**src/rtl/pix_corr_pkg.sv**
```systemverilog
package pix_corr_pkg;

    typedef enum logic [1:0] {
        COL_R = 2'd0,
        COL_G = 2'd1,
        COL_B = 2'd2
    } colour_e;

    typedef struct packed {
        logic    vld;
        colour_e col;
    } ptag_t;

    localparam int ADDR_W    = 3;
    localparam int REG_W     = 8;
    localparam int BUS_W     = 8;
    localparam int OFS_REGS  = 6;
    localparam int ADDR_CFG  = 6;
    localparam int PIPE_LAT  = 6;
    localparam int LEAD_TRI  = 9;
    localparam int LEAD_MONO = 7;
    localparam int RND_SH    = 7;
    localparam logic [7:0] CFG_RST = 8'h01;

    // Cycle at which each bus value is consumed, counted from its capture.
    localparam int OFS_TAP_TRI   = LEAD_TRI  - PIPE_LAT + 1;
    localparam int OFS_TAP_MONO  = LEAD_MONO - PIPE_LAT + 1;
    localparam int GAIN_TAP_TRI  = LEAD_TRI  - PIPE_LAT + 2;
    localparam int GAIN_TAP_MONO = LEAD_MONO - PIPE_LAT + 2;

    function automatic colour_e col_after(colour_e c);
        case (c)
            COL_R:   return COL_G;
            COL_G:   return COL_B;
            default: return COL_R;
        endcase
    endfunction

    function automatic colour_e col_from_field(logic [1:0] f);
        return (f == 2'd3) ? COL_B : colour_e'(f);
    endfunction

endpackage

```
**src/rtl/pix_corr_regs.sv**
```systemverilog
module pix_corr_regs
    import pix_corr_pkg::*;
(
    input  logic                             clk,
    input  logic                             rst,
    input  logic                             wr_en,
    input  logic [ADDR_W-1:0]                wr_addr,
    input  logic [REG_W-1:0]                 wr_data,
    output logic [OFS_REGS-1:0][REG_W-1:0]   ofs_tbl,
    output logic                             tri_mode,
    output colour_e                          mono_col
);

    logic       tri_q;
    logic [1:0] sel_q;

    always_ff @(posedge clk) begin
        if (rst) begin
            ofs_tbl <= '0;
        end else if (wr_en) begin
            for (int k = 0; k < OFS_REGS; k++) begin
                if (wr_addr == ADDR_W'(k)) ofs_tbl[k] <= wr_data;
            end
        end
    end

    always_ff @(posedge clk) begin
        if (rst) begin
            tri_q <= CFG_RST[0];
            sel_q <= CFG_RST[7:6];
        end else if (wr_en && wr_addr == ADDR_W'(ADDR_CFG)) begin
            tri_q <= wr_data[0];
            sel_q <= wr_data[7:6];
        end
    end

    assign tri_mode = tri_q;
    assign mono_col = col_from_field(sel_q);

endmodule

```
**src/rtl/pix_corr_seq.sv**
```systemverilog
module pix_corr_seq
    import pix_corr_pkg::*;
(
    input  logic    clk,
    input  logic    rst,
    input  logic    line_go,
    input  logic    tri_mode,
    input  colour_e mono_col,
    output ptag_t   tag_o,
    output logic    odd_o
);

    colour_e col_q;
    logic    odd_q;

    always_ff @(posedge clk) begin
        if (rst || !line_go) begin
            col_q <= COL_R;
            odd_q <= 1'b0;
            tag_o <= '0;
            odd_o <= 1'b0;
        end else begin
            tag_o.vld <= 1'b1;
            tag_o.col <= tri_mode ? col_q : mono_col;
            odd_o     <= odd_q;
            if (tri_mode) begin
                col_q <= col_after(col_q);
                if (col_q == COL_B) odd_q <= ~odd_q;
            end else begin
                odd_q <= ~odd_q;
            end
        end
    end

endmodule

```
**src/rtl/pix_corr_bus_dly.sv**
```systemverilog
module pix_corr_bus_dly #(
    parameter int W       = 8,
    parameter int DEPTH   = 6,
    parameter int TAP_TRI = 5,
    parameter int TAP_MON = 3
) (
    input  logic         clk,
    input  logic         rst,
    input  logic         tri_mode,
    input  logic [W-1:0] d,
    output logic [W-1:0] q
);

    logic [DEPTH-1:0][W-1:0] stage;

    for (genvar k = 0; k < DEPTH; k++) begin : g_stage
        if (k == 0) begin : g_head
            always_ff @(posedge clk) begin
                if (rst) stage[0] <= '0;
                else     stage[0] <= d;
            end
        end else begin : g_body
            always_ff @(posedge clk) begin
                if (rst) stage[k] <= '0;
                else     stage[k] <= stage[k-1];
            end
        end
    end

    assign q = tri_mode ? stage[TAP_TRI] : stage[TAP_MON];

endmodule

```
**src/rtl/pix_corr_dp.sv**
```systemverilog
module pix_corr_dp
    import pix_corr_pkg::*;
#(
    parameter int DW = 12
) (
    input  logic                            clk,
    input  logic                            rst,
    input  logic [DW-1:0]                   sample_in,
    input  ptag_t                           tag1,
    input  logic                            odd1,
    input  logic [OFS_REGS-1:0][REG_W-1:0]  ofs_tbl,
    input  logic [BUS_W-1:0]                ofs_now,
    input  logic [BUS_W-1:0]                gain_now,
    output logic [DW-1:0]                   pix_out,
    output ptag_t                           tag_out
);

    localparam int SW = DW + 2;
    localparam int PW = DW + BUS_W;
    localparam int RW = PW + 1;
    localparam logic [DW-1:0] MAXV = '1;

    logic [DW-1:0] s1_d, s2_d, s3_d, s5_d, s6_d;
    logic [PW-1:0] s4_d;
    ptag_t         t2, t3, t4, t5, t6;

    logic [REG_W-1:0]    off_sel;
    logic signed [SW-1:0] sum;
    logic [DW-1:0]       v_add, v_sub, v_sat;
    logic [DW:0]         diff;
    logic [PW-1:0]       prod;
    logic [RW-1:0]       rnd;

    // Stage 1: sample capture
    always_ff @(posedge clk) begin
        if (rst) s1_d <= '0;
        else     s1_d <= sample_in;
    end

    // Register offset chosen by colour and parity
    always_comb begin
        off_sel = '0;
        for (int k = 0; k < OFS_REGS; k++) begin
            if ({tag1.col, odd1} == ADDR_W'(k)) off_sel = ofs_tbl[k];
        end
    end

    always_comb begin
        sum = $signed({2'b00, s1_d}) + $signed({{(SW-REG_W){off_sel[REG_W-1]}}, off_sel});
        if (sum[SW-1])               v_add = '0;
        else if (sum[SW-2:DW] != '0) v_add = MAXV;
        else                         v_add = sum[DW-1:0];
    end

    always_comb begin
        diff  = {1'b0, s2_d} - (DW+1)'(ofs_now);
        v_sub = diff[DW] ? '0 : diff[DW-1:0];
    end

    assign prod = PW'(s3_d) * PW'(gain_now);

    always_comb begin
        rnd   = ({1'b0, s4_d} + RW'(1 << (RND_SH - 1))) >> RND_SH;
        v_sat = (rnd[RW-1:DW] != '0) ? MAXV : rnd[DW-1:0];
    end

    always_ff @(posedge clk) begin
        if (rst) begin
            s2_d <= '0; s3_d <= '0; s4_d <= '0; s5_d <= '0; s6_d <= '0;
            t2 <= '0; t3 <= '0; t4 <= '0; t5 <= '0; t6 <= '0;
        end else begin
            s2_d <= v_add;
            s3_d <= v_sub;
            s4_d <= prod;
            s5_d <= v_sat;
            s6_d <= t5.vld ? s5_d : '0;
            t2 <= tag1; t3 <= t2; t4 <= t3; t5 <= t4; t6 <= t5;
        end
    end

    assign pix_out = s6_d;
    assign tag_out = t6;

endmodule

```
**src/rtl/pix_corr_top.sv**
```systemverilog
module pix_corr_top
    import pix_corr_pkg::*;
#(
    parameter int DATA_W = 12
) (
    input  logic              clk,
    input  logic              rst,
    input  logic              line_go,
    input  logic [DATA_W-1:0] sample_in,
    input  logic [7:0]        ofs_bus,
    input  logic [7:0]        gain_bus,
    input  logic              wr_en,
    input  logic [2:0]        wr_addr,
    input  logic [7:0]        wr_data,
    output logic [DATA_W-1:0] pix_out,
    output logic              pix_vld,
    output logic [1:0]        pix_col
);

    logic [OFS_REGS-1:0][REG_W-1:0] ofs_tbl;
    logic                           tri_mode;
    colour_e                        mono_col;
    ptag_t                          tag1, tag_out;
    logic                           odd1;
    logic [BUS_W-1:0]               ofs_now, gain_now;

    pix_corr_regs u_regs (
        .clk(clk), .rst(rst), .wr_en(wr_en), .wr_addr(wr_addr), .wr_data(wr_data),
        .ofs_tbl(ofs_tbl), .tri_mode(tri_mode), .mono_col(mono_col)
    );

    pix_corr_seq u_seq (
        .clk(clk), .rst(rst), .line_go(line_go), .tri_mode(tri_mode),
        .mono_col(mono_col), .tag_o(tag1), .odd_o(odd1)
    );

    pix_corr_bus_dly #(
        .W(BUS_W), .DEPTH(OFS_TAP_TRI + 1),
        .TAP_TRI(OFS_TAP_TRI), .TAP_MON(OFS_TAP_MONO)
    ) u_ofs_dly (
        .clk(clk), .rst(rst), .tri_mode(tri_mode), .d(ofs_bus), .q(ofs_now)
    );

    pix_corr_bus_dly #(
        .W(BUS_W), .DEPTH(GAIN_TAP_TRI + 1),
        .TAP_TRI(GAIN_TAP_TRI), .TAP_MON(GAIN_TAP_MONO)
    ) u_gain_dly (
        .clk(clk), .rst(rst), .tri_mode(tri_mode), .d(gain_bus), .q(gain_now)
    );

    pix_corr_dp #(.DW(DATA_W)) u_dp (
        .clk(clk), .rst(rst), .sample_in(sample_in), .tag1(tag1), .odd1(odd1),
        .ofs_tbl(ofs_tbl), .ofs_now(ofs_now), .gain_now(gain_now),
        .pix_out(pix_out), .tag_out(tag_out)
    );

    assign pix_vld = tag_out.vld;
    assign pix_col = tag_out.col;

endmodule

```
**config.mk**
```make
export PLATFORM = sky130hd
export DESIGN_NAME = pix_corr_top
export DESIGN_NICKNAME = d
export VERILOG_FILES = /design/src/rtl/pix_corr_pkg.sv /design/src/rtl/pix_corr_regs.sv /design/src/rtl/pix_corr_seq.sv /design/src/rtl/pix_corr_bus_dly.sv /design/src/rtl/pix_corr_dp.sv /design/src/rtl/pix_corr_top.sv
export SDC_FILE = /design/constraint.sdc
export NUM_CORES = 1
export LEC_CHECK = 0
export BUFFER_PORTS_ARGS = -buffer_cell sky130_fd_sc_hd__buf_2
export CAP_MARGIN = 20
export CORE_ASPECT_RATIO = 1.4
export CORE_MARGIN = 2
export CORE_UTILIZATION = 35
export DETAILED_ROUTE_END_ITERATION = 16
export PLACE_DENSITY = 0.53
export SYNTH_ARGS = -nofsm -noshare
export SYNTH_HDL_FRONTEND = slang
export SYNTH_SLANG_ARGS = --single-unit
```
**constraint.sdc**
```tcl
create_clock -name clk -period 13.44 [get_ports clk]
set_clock_uncertainty 0.1 [all_clocks]
set_input_delay 0 -clock clk [delete_from_list [all_inputs] [get_ports clk]]
set_output_delay 0 -clock clk [all_outputs]
set_load 0.005 [all_outputs]
```
Yosys cells after proc, flatten, opt, wreduce, memory -nomap -nowiden

Cells that the tools add are included.

Word-level logic and storage cells: 93
Input bits: 43
Output and inout bits: 15
Flip-flop bits (word level): 241

Bitwise operators: 2
$mul: 1
Multiplexer cells: 16
Eq/ne operators: 15
Reduce and logical (&&, ||, !) cells: 16
Add/subtract/negate cells: 3

Operators by type and width:

| operator                                               | number |
|---|---|
| two-way mux 8 bit                                      | 8 |
| two-way mux 12 bit                                     | 2 |
| adder 20 x 7 -> 21 bit (second input constant)         | 1 |
| multiplier 12 x 8 -> 20 bit                            | 1 |
| == test 3 bit (second input constant)                  | 5 |
| adder 13 x 8 -> 14 bit                                 | 1 |
| subtractor 12 x 8 -> 13 bit                            | 1 |
| == test 3 x 2 -> 1 bit (second input constant)         | 4 |
| AND reduction 2 bit                                    | 6 |
| nonzero test 9 bit                                     | 1 |
| == test 3 x 1 -> 1 bit (second input constant)         | 2 |
| logical NOT 3 bit                                      | 2 |
| OR reduction 2 bit                                     | 3 |
| == test 2 bit (second input constant)                  | 2 |
| two-way mux 2 bit                                      | 2 |
| one-hot mux 2 bit (2 select lines)                     | 1 |
| two-way mux 3 bit                                      | 1 |
| == test 2 x 1 -> 1 bit (second input constant)         | 1 |
| logical NOT 2 bit                                      | 1 |
| two-way mux 1 bit                                      | 2 |
| inequality test 2 x 1 -> 1 bit (second input constant) | 1 |
| NOT 1 bit                                              | 2 |
| logical AND 1 bit                                      | 1 |
| logical NOT 1 bit                                      | 1 |
| logical OR 1 bit                                       | 1 |

Logic depth before layout (Yosys ltp)

Depth after elaboration: 9
Mapped depth: 22
Gate-level depth less buffers: 18

Cells and area by module

From an unflattened synthesis, not the netlist that was laid out.

Cell total of the unflattened synthesis: 1168
Area total of the unflattened synthesis: 11893.9 um^2

Modules (own cells, without submodules):

| module                         | sequential area each (um^2) | cells an instance | instances | area an instance (um^2) |
|---|---|---|---|---|
| pix_corr_dp                    | 1781.7                      | 754               | 1         | 6914.1 |
| pix_corr_regs                  | 1021.0                      | 186               | 1         | 2075.7 |
| pix_corr_bus_dly at u_gain_dly | 960.9                       | 110               | 1         | 1436.4 |
| pix_corr_bus_dly at u_ofs_dly  | 800.8                       | 93                | 1         | 1202.4 |
| pix_corr_seq                   | 140.1                       | 25                | 1         | 265.3 |

Least setup slack after synthesis

OpenSTA, ideal clock, no wires.

Kind: reg-to-reg
Start point: register u_regs.tri_q (netlist: u_regs.tri_mode)
End point: register u_dp.s4_d[18]
Data arrival time: 5221 ps
Setup slack: 7992 ps
Data required time: 13212 ps
Cell stages (with the launch flop): 20
Path buffers: 4
Path through: dfxtp_1 buf_6 clkbuf_1 mux2i_1 clkbuf_1 nor2b_1 fa_1 fa_1 fa_1 inv_1 fa_1 inv_1 ha_1 clkbuf_1 nand3_1 or4_1 o221ai_1 a21oi_1 xor2_1 nor2_1

Cells in the longest elaborated chain, start to end: 2

Ends and longest elaborated chain:

| item                        | line                   | text |
|---|---|---|
| start: declaration          | pix_corr_regs.sv:14    | `logic tri_q;` |
| start signal: assignment    | pix_corr_regs.sv:29    | `tri_q <= CFG_RST[0];` |
| start signal: assignment    | pix_corr_regs.sv:32    | `tri_q <= wr_data[0];` |
| two-way mux 8 bit           | pix_corr_bus_dly.sv:30 | `assign q = tri_mode ? stage[TAP_TRI] : stage[TAP_MON];` |
| multiplier 12 x 8 -> 20 bit | pix_corr_dp.sv:60      | `assign prod = PW'(s3_d) * PW'(gain_now);` |
| end signal: assignment      | pix_corr_dp.sv:74      | `s4_d <= prod;` |
| end: declaration            | pix_corr_dp.sv:24      | `logic [PW-1:0] s4_d;` |

Every way passes these cells.
A chain may end at the register's enable or synchronous reset.

Worst setup path in the final report

Ends and elaborated chain as after synthesis.

==> results.toml <==
[timing]
final_max_slew_viol_count = 0
setup_violations = 0
max_freq_mhz = 168
hold_viol_final = 0
tns_ns = 0
timing.final.crit_share_pct = 44.4
tightest_slew_ns = 0.979
rsz0062_at_grt = "no"
period_needed_ns = 5.97
slew_headroom_pct = 32.8

[routing]
routed-via-count = 8356
routed_wl_um = 25300
post_drt_wl_per_cell_um = 13.9
dr.pass1.iters = 5
via_per_inst = 4.61
drt_first_iter_violations = 245
drc = 0
ant_nets = 0

[floorplanning]
die_h_um = 220
die-area_um2 = 34900
die_w_um = 159
rows = 79
ios = 58
coreArea_um2 = 33100
start_util_pct = 35.3

[logic_synthesis]
syn_area_per_cell_um2 = 9.35
synth_cells = 1252
yosysWarnings = 0
synth_edf_count = 0
synth_flop_cell = "dfxtp_1"
async_reset_ff_share_pct = 0
ys_seq_area_share_pct = 40.2
synth_cell_types = 56
syn_area_um2 = 11700
synth_seq_cells = 235
synth_fp_nets = 1415

[pwr]
peakVddDrop_v = 0.0000987
power_leakage_nw = 5.80
powerDensity_nw_per_um2 = 109

[worst_hold_path]
hold_path_startpoint = "sample_in[2]"
min_to = "u_dp.s1_d[2]"
whs_path_depth = 3
hold_class = "primary input to register"

[critical_path]
cp-start-kind = "register"
worst_r2r_path_depth = 16
r2r_end = "u_dp.s4_d[18]"
crit_path_end_kind = "register"
crit-reg2reg-launch = "u_regs.tri_mode"
critical_path_class = "register to register"
worstPathRequired_ns = 13.75
worstPathArrival_ns = 6.28
cp_max_fo = 16
rrSetupSlack_ns = 7.47

[layout]
antenna_cells = 0
final_cells = 1813
area_growth_pct = 17.5
drive_gt1_share_pct = 8.19
finalNetCount = 1516

[cts]
cts_root_buffer = "clkbuf_16"
clockBufferDepth = 3
cts_tree = "done"
clk_pin_slew_ns = 0.06
post_cts_buffers = 0
numCtsBuffers = 25
h-tree-depth = 1
clk_latency_ns = 0.55
holdBufCountCts = 57
post_cts_resize_count = 0
clock-sinks = 235

[status]
status = "complete, no violations"

[global_route]
globalRouteTotalUtil_pct = 14.9
grt_max_degree = 105
grt_overflow = 0
grt_first_pass_wirelength_um = 41800
antenna_found_initial = 0
grt_pass1_vias = 8648

[place]
dpl.cell_count = 1711
gp_congestion = 0.852
port_buffers = 57
place_hpwl_um = 18200

[job]
maxCapViolCount = 0
cell usage after synthesis, types with 17 or more instances:
library cell | number | area share (%)
and2_1 | 17 | 0.91
a21oi_1 | 99 | 4.2
ha_1 | 59 | 6.3
mux2i_1 | 32 | 2.7
nor2_1 | 61 | 2.0
fa_1 | 61 | 10
xnor2_1 | 21 | 1.6
o21ai_0 | 24 | 1.0
dfxtp_1 | 235 | 40
nand2b_1 | 26 | 1.4
nor2b_1 | 199 | 11
inv_1 | 98 | 3.1
xor2_1 | 18 | 1.3
nor3_1 | 23 | 0.98
nand2_1 | 132 | 4.2
clkbuf_1 | 41 | 1.3
per-stage QoR:
stage	hold WS (ns)	utilization (%)	setup WS (ns)	cell area (µm²)	power, mW
2_1_floorplan	0.0251	-	7.99	11700	0.813
3_3_place_gp	0.110	37.4	7.50	12400	0.845
3_5_place_dp	0.115	37.4	7.41	12400	0.847
4_1_cts	0.0805	41.5	7.44	13700	1.53
5_1_grt	0.108	41.5	7.12	13800	1.57
6_report	0.106	41.5	7.47	13800	1.51
logic make-up after synthesis:
kind of cell	count (synthesis)	synth area share, %
fa+ha+maj	120	16.7
flops	235	40.2
simple gates	497	22.1
mux	37	3.60
xor+xnor	39	2.92
compound gates	180	9.67
buf+inv	144	4.74
per-layer routing:
metal | wire, µm | up-vias | track usage, %
met5 | 0 | - | 0
met1 | 9870 | 3934 | 15.4
met3 | 685 | 52 | 1.88
met4 | 986 | 0 | 6.43
li1 | - | 4254 | -
met2 | 13700 | 116 | 29.6
cells in the final DEF, fill, tap and decap left out, drive strengths merged, types with 21 or more instances in the layout:
| cell | count |
|---|---|
| dfxtp | 235 |
| nor2b | 199 |
| nand2 | 132 |
| a21oi | 100 |
| inv | 99 |
| buf | 62 |
| nor2 | 61 |
| fa | 61 |
| ha | 59 |
| dlygate4sd3 | 57 |
| clkbuf | 35 |
| mux2i | 34 |
| nand2b | 26 |
| o21ai | 24 |
| nor3 | 23 |
| xnor2 | 21 |
worst max path at each step:
stage	startpoint	endpoint	slack, ns	cells after the start
after floorplan	u_regs.tri_mode	u_dp.s4_d[18]	7.99	19
after global placement	u_regs.tri_mode	u_dp.s4_d[18]	7.50	16
after detailed placement	u_regs.tri_mode	u_dp.s4_d[18]	7.41	16
after CTS	u_regs.tri_mode	u_dp.s4_d[18]	7.44	16
after global routing	u_regs.tri_mode	u_dp.s4_d[18]	7.12	16
final	u_regs.tri_mode	u_dp.s4_d[18]	7.47	16
state kept, by name, summed over array words and instances (netlist names):
name / count
u_regs.tri_mode: 1
u_dp.t4: 3
u_seq.odd_o: 1
u_ofs_dly.stage: 40
u_dp.s3_d: 12
u_dp.s2_d: 12
u_regs.ofs_tbl: 48
u_seq.odd_q: 1
u_dp.s1_d: 12
u_regs.sel_q: 2
u_dp.pix_out: 12
u_dp.t5: 3
u_seq.col_q: 2
u_dp.t3: 3
u_seq.tag_o: 3
u_dp.s5_d: 12
u_gain_dly.stage: 48
u_dp.t2: 3
u_dp.tag_out: 3
u_dp.s4_d: 14
power breakdown:
part | total (mW) | internal [mW] | switching (mW)
logic | 0.105 | 0.0525 | 0.0528
clock network | 0.663 | 0.388 | 0.275
registers | 0.737 | 0.718 | 0.0193
layout make-up:
| type | count | area, µm² |
|---|---|---|
| clock buffer | 34 | 669 |
| timing repair buffer | 120 | 902 |
| inverter | 98 | 368 |
| sequential | 235 | 4700 |
| clock inverter | 8 | 111 |
| multi-input combinational | 873 | 6450 |
| tap | 445 | 557 |
| fill | 3310 | 19400 |
critical path, stage by stage (launching register included):
cell	delay, ns
dfxtp_1	0.43
buf_4	0.36
mux2i_1	0.86
nor2b_1	0.15
fa_1	0.53
fa_1	0.52
fa_1	0.54
inv_1	0.05
fa_1	0.52
inv_1	0.04
ha_1	0.42
nand3_1	0.19
or4_1	0.51
o221ai_1	0.28
a21oi_1	0.13
xor2_1	0.15
nor2_1	0.05
Power figures use the tool's default switching activity.
